### src/rtl/cam_arb_pkg.sv
// Package: shared types for the CAM port arbiter.
// Assumes: state encoding is private to the arbiter and not exported.
package cam_arb_pkg;

    // Who drives the CAM port in the current cycle
    typedef enum logic [1:0] {
        OWN_IDLE = 2'd0,
        OWN_NET  = 2'd1,
        OWN_HWR  = 2'd2,
        OWN_HRD  = 2'd3
    } owner_e;

    // Host operation decoded from the low address bits
    typedef struct packed {
        logic rd;   // 1 = read, 0 = write
        logic dat;  // 1 = data,  0 = command
    } host_op_t;

endpackage

### src/rtl/host_req_latch.sv
// Module: host_req_latch
// Accepts one host CAM access at a time and holds it until the arbiter starts it.
// Assumes: host_req is a one-cycle strobe; requests while not ready are dropped.
module host_req_latch
    import cam_arb_pkg::*;
#(
    parameter int ADDR_W = 4,
    parameter int DATA_W = 16
) (
    input  logic              clk,
    input  logic              rst_n,
    input  logic              host_req,
    input  logic [ADDR_W-1:0] host_addr,
    input  logic [DATA_W-1:0] host_wdata,
    input  logic              host_busy,
    input  logic              start,
    output logic              pend,
    output host_op_t          op_q,
    output logic [DATA_W-1:0] wdata_q,
    output logic              host_ready
);

    localparam int HI_W = ADDR_W - 2;

    logic addr_hit;
    logic accept;

    // Decode the CAM access window (upper address bits equal 1 -> 0x4..0x7)
    always_comb begin
        addr_hit = (host_addr[ADDR_W-1:2] == HI_W'(1));
    end

    // Ready and accept qualifiers
    always_comb begin
        host_ready = !pend && !host_busy;
        accept     = host_req && addr_hit && host_ready;
    end

    // Pending flag: set on accept, cleared when the arbiter starts the access
    always_ff @(posedge clk) begin
        if (!rst_n) begin
            pend <= 1'b0;
        end else if (accept) begin
            pend <= 1'b1;
        end else if (start) begin
            pend <= 1'b0;
        end
    end

    // Capture operation and write data with the accepted request
    always_ff @(posedge clk) begin
        if (!rst_n) begin
            op_q    <= '0;
            wdata_q <= '0;
        end else if (accept) begin
            op_q    <= '{rd: host_addr[1], dat: host_addr[0]};
            wdata_q <= host_wdata;
        end
    end

    AST_ACCEPT_DROPS_READY: assert property (@(posedge clk) disable iff (!rst_n)
        accept |=> !host_ready);
    AST_BUSY_REQ_IGNORED: assert property (@(posedge clk) disable iff (!rst_n)
        (!host_ready) |=> $stable(op_q) && $stable(wdata_q));

endmodule

### src/rtl/cam_arb_fsm.sv
// Module: cam_arb_fsm
// Chooses the CAM port owner each cycle: network first, then a pending host access.
// Assumes: a granted host access is never pre-empted; reads end on cam_rvalid.
module cam_arb_fsm
    import cam_arb_pkg::*;
#(
    parameter int WR_CYC = 4
) (
    input  logic     clk,
    input  logic     rst_n,
    input  logic     net_req,
    input  logic     net_en,
    input  logic     pend,
    input  host_op_t op_q,
    input  logic     cam_rvalid,
    output owner_e   owner,
    output logic     start
);

    localparam int CNT_W = (WR_CYC > 1) ? $clog2(WR_CYC) : 1;
    localparam logic [CNT_W-1:0] LAST = CNT_W'(WR_CYC - 1);

    logic [CNT_W-1:0] wr_cnt;
    logic             net_want;
    logic             port_free;
    owner_e           owner_nx;

    // Work out whether the port can change hands at the coming edge
    always_comb begin
        net_want = net_req && net_en;
        unique case (owner)
            OWN_IDLE: port_free = 1'b1;
            OWN_NET:  port_free = !net_want;
            OWN_HWR:  port_free = (wr_cnt == LAST);
            OWN_HRD:  port_free = cam_rvalid;
            default:  port_free = 1'b1;
        endcase
    end

    // Next owner: network has priority, then the pending host access
    always_comb begin
        owner_nx = owner;
        start    = 1'b0;
        if (port_free) begin
            if (net_want) begin
                owner_nx = OWN_NET;
            end else if (pend) begin
                owner_nx = op_q.rd ? OWN_HRD : OWN_HWR;
                start    = 1'b1;
            end else begin
                owner_nx = OWN_IDLE;
            end
        end
    end

    // Owner register
    always_ff @(posedge clk) begin
        if (!rst_n) begin
            owner <= OWN_IDLE;
        end else begin
            owner <= owner_nx;
        end
    end

    // Write window counter: runs only during a host write
    always_ff @(posedge clk) begin
        if (!rst_n) begin
            wr_cnt <= '0;
        end else if (owner == OWN_HWR && wr_cnt != LAST) begin
            wr_cnt <= wr_cnt + 1'b1;
        end else begin
            wr_cnt <= '0;
        end
    end

    AST_WRITE_NOT_PREEMPTED: assert property (@(posedge clk) disable iff (!rst_n)
        (owner == OWN_HWR && wr_cnt != LAST) |=> owner == OWN_HWR);
    AST_READ_WAITS_VALID: assert property (@(posedge clk) disable iff (!rst_n)
        (owner == OWN_HRD && !cam_rvalid) |=> owner == OWN_HRD);
    AST_NET_OFF_WHEN_DISABLED: assert property (@(posedge clk) disable iff (!rst_n)
        (!net_en) |=> owner != OWN_NET);
    AST_NET_WINS_IDLE: assert property (@(posedge clk) disable iff (!rst_n)
        (owner == OWN_IDLE && net_req && net_en) |=> owner == OWN_NET);
    AST_WRITE_WINDOW: assert property (@(posedge clk) disable iff (!rst_n)
        (owner == OWN_HWR) |-> wr_cnt <= LAST);

endmodule

### src/rtl/cam_port_mux.sv
// Module: cam_port_mux
// Steers the CAM port signals from the current owner and captures host read data.
// Assumes: network control inputs are valid whenever the network owns the port.
module cam_port_mux
    import cam_arb_pkg::*;
#(
    parameter int DATA_W = 16
) (
    input  logic              clk,
    input  logic              rst_n,
    input  owner_e            owner,
    input  host_op_t          op_q,
    input  logic [DATA_W-1:0] wdata_q,
    input  logic              net_we,
    input  logic              net_cmd,
    input  logic [DATA_W-1:0] net_wdata,
    input  logic [DATA_W-1:0] cam_rdata,
    input  logic              cam_rvalid,
    output logic              cam_cs,
    output logic              cam_we,
    output logic              cam_cmd,
    output logic [DATA_W-1:0] cam_wdata,
    output logic [DATA_W-1:0] host_rdata
);

    // Port signal selection by owner
    always_comb begin
        cam_cs    = 1'b0;
        cam_we    = 1'b0;
        cam_cmd   = 1'b0;
        cam_wdata = '0;
        unique case (owner)
            OWN_NET: begin
                cam_cs    = 1'b1;
                cam_we    = net_we;
                cam_cmd   = net_cmd;
                cam_wdata = net_wdata;
            end
            OWN_HWR, OWN_HRD: begin
                cam_cs    = 1'b1;
                cam_we    = !op_q.rd;
                cam_cmd   = !op_q.dat;
                cam_wdata = wdata_q;
            end
            default: ;
        endcase
    end

    // Capture read data when the CAM reports it valid during a host read
    always_ff @(posedge clk) begin
        if (!rst_n) begin
            host_rdata <= '0;
        end else if (owner == OWN_HRD && cam_rvalid) begin
            host_rdata <= cam_rdata;
        end
    end

    AST_RDATA_HELD: assert property (@(posedge clk) disable iff (!rst_n)
        !(owner == OWN_HRD && cam_rvalid) |=> $stable(host_rdata));

endmodule

### src/rtl/cam_access_arbiter.sv
// Module: cam_access_arbiter (top)
// Shares one CAM port between the network compare path and host accesses.
// Assumes: host accesses use addresses 0x4..0x7; network priority is strict.
module cam_access_arbiter
    import cam_arb_pkg::*;
#(
    parameter int ADDR_W = 4,
    parameter int DATA_W = 16,
    parameter int WR_CYC = 4
) (
    input  logic              clk,
    input  logic              rst_n,
    input  logic              net_en,
    input  logic              net_req,
    input  logic              net_we,
    input  logic              net_cmd,
    input  logic [DATA_W-1:0] net_wdata,
    output logic              net_gnt,
    input  logic              host_req,
    input  logic [ADDR_W-1:0] host_addr,
    input  logic [DATA_W-1:0] host_wdata,
    output logic              host_ready,
    output logic [DATA_W-1:0] host_rdata,
    output logic              cam_cs,
    output logic              cam_we,
    output logic              cam_cmd,
    output logic [DATA_W-1:0] cam_wdata,
    input  logic [DATA_W-1:0] cam_rdata,
    input  logic              cam_rvalid
);

    owner_e            owner;
    host_op_t          op_q;
    logic [DATA_W-1:0] wdata_q;
    logic              pend;
    logic              start;
    logic              host_busy;

    // Owner-derived flags
    always_comb begin
        host_busy = (owner == OWN_HWR) || (owner == OWN_HRD);
        net_gnt   = (owner == OWN_NET);
    end

    host_req_latch #(.ADDR_W(ADDR_W), .DATA_W(DATA_W)) u_latch (
        .clk        (clk),
        .rst_n      (rst_n),
        .host_req   (host_req),
        .host_addr  (host_addr),
        .host_wdata (host_wdata),
        .host_busy  (host_busy),
        .start      (start),
        .pend       (pend),
        .op_q       (op_q),
        .wdata_q    (wdata_q),
        .host_ready (host_ready)
    );

    cam_arb_fsm #(.WR_CYC(WR_CYC)) u_fsm (
        .clk        (clk),
        .rst_n      (rst_n),
        .net_req    (net_req),
        .net_en     (net_en),
        .pend       (pend),
        .op_q       (op_q),
        .cam_rvalid (cam_rvalid),
        .owner      (owner),
        .start      (start)
    );

    cam_port_mux #(.DATA_W(DATA_W)) u_mux (
        .clk        (clk),
        .rst_n      (rst_n),
        .owner      (owner),
        .op_q       (op_q),
        .wdata_q    (wdata_q),
        .net_we     (net_we),
        .net_cmd    (net_cmd),
        .net_wdata  (net_wdata),
        .cam_rdata  (cam_rdata),
        .cam_rvalid (cam_rvalid),
        .cam_cs     (cam_cs),
        .cam_we     (cam_we),
        .cam_cmd    (cam_cmd),
        .cam_wdata  (cam_wdata),
        .host_rdata (host_rdata)
    );

    AST_GRANT_EXCLUDES_HOST: assert property (@(posedge clk) disable iff (!rst_n)
        (host_busy && !net_gnt && !(owner == OWN_HWR && !cam_we)) |=> !(net_gnt && $past(host_busy) && !$past(u_fsm.port_free)));

endmodule

### config.mk
export PLATFORM = sky130hd
export DESIGN_NAME = cam_access_arbiter
export DESIGN_NICKNAME = d
export VERILOG_FILES = /design/src/rtl/cam_arb_pkg.sv /design/src/rtl/host_req_latch.sv /design/src/rtl/cam_arb_fsm.sv /design/src/rtl/cam_port_mux.sv /design/src/rtl/cam_access_arbiter.sv
export SDC_FILE = /design/constraint.sdc
export NUM_CORES = 1
export LEC_CHECK = 0
export ABC_AREA = 1
export ABC_CLOCK_PERIOD_IN_PS = 1100
export BUFFER_PORTS_ARGS = -buffer_cell sky130_fd_sc_hd__buf_2
export CAP_MARGIN = 10
export CORE_MARGIN = 10
export CORE_UTILIZATION = 38
export CTS_CLUSTER_DIAMETER = 60
export CTS_CLUSTER_SIZE = 16
export DETAILED_ROUTE_END_ITERATION = 12
export GPL_TIMING_DRIVEN = 0
export PLACE_DENSITY = 0.74
export SLEW_MARGIN = 25
export SYNTH_ARGS = -nofsm -noshare
export SYNTH_HDL_FRONTEND = slang
export SYNTH_SLANG_ARGS = --single-unit
### constraint.sdc
create_clock -name clk -period 1.1 [get_ports clk]
set_input_delay 0.33 -clock clk [delete_from_list [all_inputs] [get_ports clk]]
set_output_delay 0.33 -clock clk [all_outputs]
set_load 0.02 [all_outputs]
### Word-level counts from Yosys, hierarchy flattened

Index checks and enable logic that the tools add are counted.

| storage, ports and cells | value |
|---|---|
| flip-flop bits (word level) | 39 |
| output and inout port bits | 37 |

| operators by class | value |
|---|---|
| add/subtract/negate cells | 1 |
| equal/unequal tests | 6 |
| mux-type cells | 13 |
| reduce and logical (&&, ||, !) cells | 17 |

Operators with widths:

| cell | number |
|---|---|
| case mux 16 bit (2 select lines) | 1 |
| two-way mux 1 bit | 7 |
| == test 2 bit, second input constant | 3 |
| logical AND 1 bit | 6 |
| zero test 1 bit | 5 |
| == test 2 x 1 -> 1 bit, second input constant | 2 |
| two-way mux 2 bit | 2 |
| case mux 1 bit (2 select lines) | 2 |
| case mux 1 bit (4 select lines) | 1 |
| OR reduction 3 bit | 1 |
| adder 2 x 1 -> 2 bit, second input constant | 1 |
| zero test 2 bit | 1 |
| inequality test 2 bit, second input constant | 1 |
| AND reduction 2 bit | 1 |
| nonzero test 2 bit | 1 |
| OR reduction 2 bit | 1 |
| logical OR 1 bit | 1 |

### Logic depth before layout (Yosys ltp)

| depth | value |
|---|---|
| depth in word-level cells | 6 |
| gate-level depth with buffers | 7 |
| mapped depth without buffers | 6 |

### Cells and area by module

Synthesis repeated with hierarchy kept, for this count alone.

| second synthesis, totals | value |
|---|---|
| cells, all modules | 317 |
| area, all modules | 2204.6 µm² |

By module, submodules not included:

| module | instances | cells each | area each (µm²) | seq. area each (µm²) |
|---|---|---|---|---|
| host_req_latch | 1 | 125 | 1041.0 | 380.4 |
| cam_port_mux | 1 | 162 | 947.2 | 320.3 |
| cam_arb_fsm | 1 | 27 | 205.2 | 80.1 |
| cam_access_arbiter | 1 | 3 | 11.3 | 0.0 |

### Worst setup path after synthesis

OpenSTA, ideal clock, no wires.

| timing | value |
|---|---|
| path kind | reg2out |
| start point | register u_fsm.owner[1] |
| end point | output cam_wdata[10] |
| arrival time | 1.134 ns |
| path slack | -0.364 ns |
| stages on the path, launching flop included | 4 |
| buffers on the path | 1 |
| path through | dfxtp_1 > inv_1 > clkbuf_1 > o21ai_0 |

| between the ends | value |
|---|---|
| cells in the longest elaborated chain, start to end | 3 |
| elaborated cells between the ends (all ways) | 5 |
| those cells by class | 3 x eq/ne; 1 x mux; 1 x reduce/logical |

Ends and longest elaborated chain:

| what | line | source |
|---|---|---|
| start: declaration | cam_arb_fsm.sv:16 | `output owner_e owner,` |
| start signal: assignment | cam_arb_fsm.sv:61 | `owner <= owner_nx;` |
| == test 2 bit | cam_port_mux.sv:32 | `unique case (owner)` |
| OR reduction 2 bit | cam_port_mux.sv:32 |  |
| case mux 16 bit (2 select lines) (*) | cam_port_mux.sv:32 |  |
| end: declaration | cam_access_arbiter.sv:27 | `output logic [DATA_W-1:0] cam_wdata,` |

Mark *: on every way between the ends. The rest lies on a longest branch, timed or not.

### Worst setup path after layout

| timing | value |
|---|---|
| start point | register u_fsm.owner[1] |
| end point | output cam_wdata[6] |

Same word-level chain as after synthesis.

==> flow_summary.json <==
{
  "hold_viol": 0,
  "die_w_um": 85.45,
  "end_kind": "output pin",
  "clk_latency_ns": 0.29,
  "drive_gt1_share_pct": 59.70,
  "hold_class": "input port to register",
  "start_util_pct": 39.83,
  "avgSynthCellArea_um2": 7.300,
  "overflow": 0,
  "cap_viol_max_count": 0,
  "wl_per_cell_um": 16.22,
  "worst_pin_slew_ns": 0.6443,
  "whs_ns": 0.2742,
  "status": "finished, violations left",
  "setup_viol": 58,
  "antenna_left": 0,
  "drc": 0,
  "ys_seq_area_share_pct": 47.96,
  "cts_buffer_depth": 2,
  "relSlewSlack_pct": 57.04,
  "violations": "setup timing",
  "p_clk_share_pct": 30.5,
  "start_kind": "register",
  "grt_pass1_wl_um": 9183,
  "cts-root-buf": "clkbuf_8",
  "ir_worst_vdd_mv": 0.6861,
  "die_area_mm2": 0.007302,
  "port_buffers": 95,
  "fin_crit_ns": 1.571,
  "drv_slew": 0,
  "grt_pass1_vias": 1927,
  "syn_inst": 223,
  "cts_max_level": 2,
  "p_leak_nw": 1.341,
  "die_h_um": 85.45,
  "antenna_found_initial": 0,
  "grt_max_degree": 12,
  "vias": 1900,
  "fillers": 300,
  "cts_tree": "done",
  "clk_pin_slew_ns": 0.07,
  "fin_skew_ns": 0.006996,
  "core_mm2": 0.004086,
  "grt_usage_pct": 15.49,
  "synth_seq_cells": 39,
  "p_int_mw": 2.283,
  "viasPerCell": 4.935,
  "numCtsBuffers": 5,
  "num_io_pins": 97,
  "worstPathRequired_ns": 0.77,
  "synth_cell_types": 18,
  "fmax_mhz": 636.6,
  "wirelength_um": 6244,
  "power.switching_uw": 894.9,
  "fin_nets": 396,
  "gp_congestion": 0.7754,
  "dr.pass1.iters": 4,
  "rsz0062_at_grt": "yes",
  "antenna_cells": 0,
  "rows": 23,
  "worstPathArrival_ns": 1.24,
  "synth_top_area_cell": "dfxtp_1",
  "syn-cell-area_mm2": 0.001628,
  "synthesis.nets": 284,
  "area_growth_pct": 86.16,
  "p_sw_share_pct": 28.16,
  "p_comb_share_pct": 23.0,
  "finish.utilization_pct": 74.16,
  "yosys_warnings": 0,
  "finalCritPeriodShare_pct": 142.8,
  "synth_area_leaders": "dfxtp_1 48%, nand2_1 13%, a21oi_1 12%",
  "path_max_fanout": 5,
  "path_class": "register to output pin",
  "p_seq_share_pct": 46.4,
  "synth_top_area_share_pct": 47.96,
  "p_per_area_mw_per_mm2": 1049,
  "drtIter0Drc": 96,
  "worst_slack_ns": -0.4707,
  "cts.sinks": 39,
  "dpl.hpwl_um": 4090
}
-- flip-flops by register name (all words and copies together) (netlist names) --
| name | flops |
|---|---|
| u_fsm.owner | 2 |
| u_fsm.wr_cnt | 2 |
| u_latch.op_q | 2 |
| u_latch.pend | 1 |
| u_latch.wdata_q | 16 |
| u_mux.host_rdata | 16 |
-- stage by stage --
stage / instance area (um^2) / worst slack [ns] / instances / TNS, ns / total power, mW
floorplan: 1821 / -0.07837 / 223 / -1.742 / 1.809
global placement: 2359 / -0.2710 / 368 / -9.198 / 1.997
detailed placement: 2359 / -0.2778 / 368 / -9.680 / 2.007
CTS: 2868 / -0.4711 / 384 / -16.29 / 3.131
global route: 3030 / -0.5268 / 385 / -21.04 / 3.321
finish: 3030 / -0.4707 / 385 / -17.52 / 3.178
-- worst max-delay path, cell delays in order (launching register included) --
cell and delay, ns:
dfxtp_4 0.36, inv_4 0.07, nand2_4 0.06, inv_8 0.08
buf_8 0.13, nand2_2 0.07, o21ai_4 0.06, buf_6 0.13
-- cell families (layout without fill, tap and decap cells) --
| logic type | after synthesis | in the layout | share of synthesized area [%] |
|---|---|---|---|
| fa+ha+maj | 1 | 1 | 0.7685 |
| buf+inv | 39 | 150 | 10.53 |
| simple gates | 67 | 68 | 16.83 |
| flops | 39 | 39 | 47.96 |
| compound gates | 77 | 77 | 23.90 |
-- final cells by class --
| class | count | area (um^2) | area share (%) |
|---|---|---|---|
| buffer | 13 | 132.6 | 4.377 |
| tap | 50 | 62.56 | 2.064 |
| timing repair buffer | 104 | 804.5 | 26.55 |
| clock buffer | 6 | 82.58 | 2.725 |
| sequential | 39 | 808.3 | 26.67 |
| inverter | 26 | 110.1 | 3.633 |
| clock inverter | 1 | 5.005 | 0.1652 |
| multi-input combinational | 146 | 1025 | 33.81 |
-- timing repair --
item	CTS	global route
buffers inserted	5	0
hold buffers	0	0
setup endpoints to repair	72	72
resized for setup	123	44
pin swaps	3	4
cloned	4	1
-- cells in the final DEF, fill, tap and decap left out --
cell,n
ha_1,1
nand3_2,1
buf_6,42
inv_1,23
nand2_4,14
inv_4,2
clkbuf_1,2
o21ai_1,4
nand4_2,1
clkbuf_2,2
clkbuf_8,7
clkinv_2,1
dfxtp_2,16
nand2_2,6
buf_8,2
buf_12,2
a21oi_2,5
nand3_1,4
nor2_4,1
nand2_1,37
a21oi_1,34
buf_2,60
nand4_4,1
dfxtp_4,2
clkbuf_16,1
inv_8,1
o21ai_0,6
o21ai_4,11
buf_4,5
nor2_1,3
o21ai_2,17
dfxtp_1,21
-- power by group through the flow --
stage | clock network [mW] | registers [mW] | logic [mW]
final | 0.971 | 1.48 | 0.732
after global routing | 1.05 | 1.48 | 0.788
after detailed placement | 0 | 1.51 | 0.498
after global placement | 0 | 1.51 | 0.489
after floorplan | 0 | 1.51 | 0.302
after CTS | 0.995 | 1.48 | 0.660
-- path summary, 6_finish.rpt --
kind | slack, ns | startpoint | end | cells past startpoint
worst max-delay path | -0.47 | u_fsm.owner[1] | cam_wdata[6] | 7
worst min-delay path | 0.27 | cam_rdata[15] | u_mux.host_rdata[15] | 3
worst max register to register | -0.41 | u_fsm.owner[1] | u_latch.wdata_q[9] | 7
worst min register to register | 0.43 | u_fsm.wr_cnt[0] | u_fsm.wr_cnt[0] | 1
-- synthesized netlist by cell type --
master	number
nand2_1	57
dfxtp_1	39
a21oi_1	38
o21ai_0	38
inv_1	24
clkbuf_1	5
buf_2	4
nand3_1	4
nor2_1	3
buf_6	2
inv_2	2
a21oi_2	1
buf_4	1
clkbuf_2	1
ha_1	1
nand3_2	1
nand4_2	1
nor2_2	1
-- per-layer routing --
metal	up-vias	share of wire [%]	global-route usage, %
met5	-	0	0
met4	0	2.3	7.186
met3	12	6.3	5.163
met2	64	54	28.00
met1	877	38	15.60
li1	947	-	-
No activity file was read; power rests on OpenSTA's default activity.
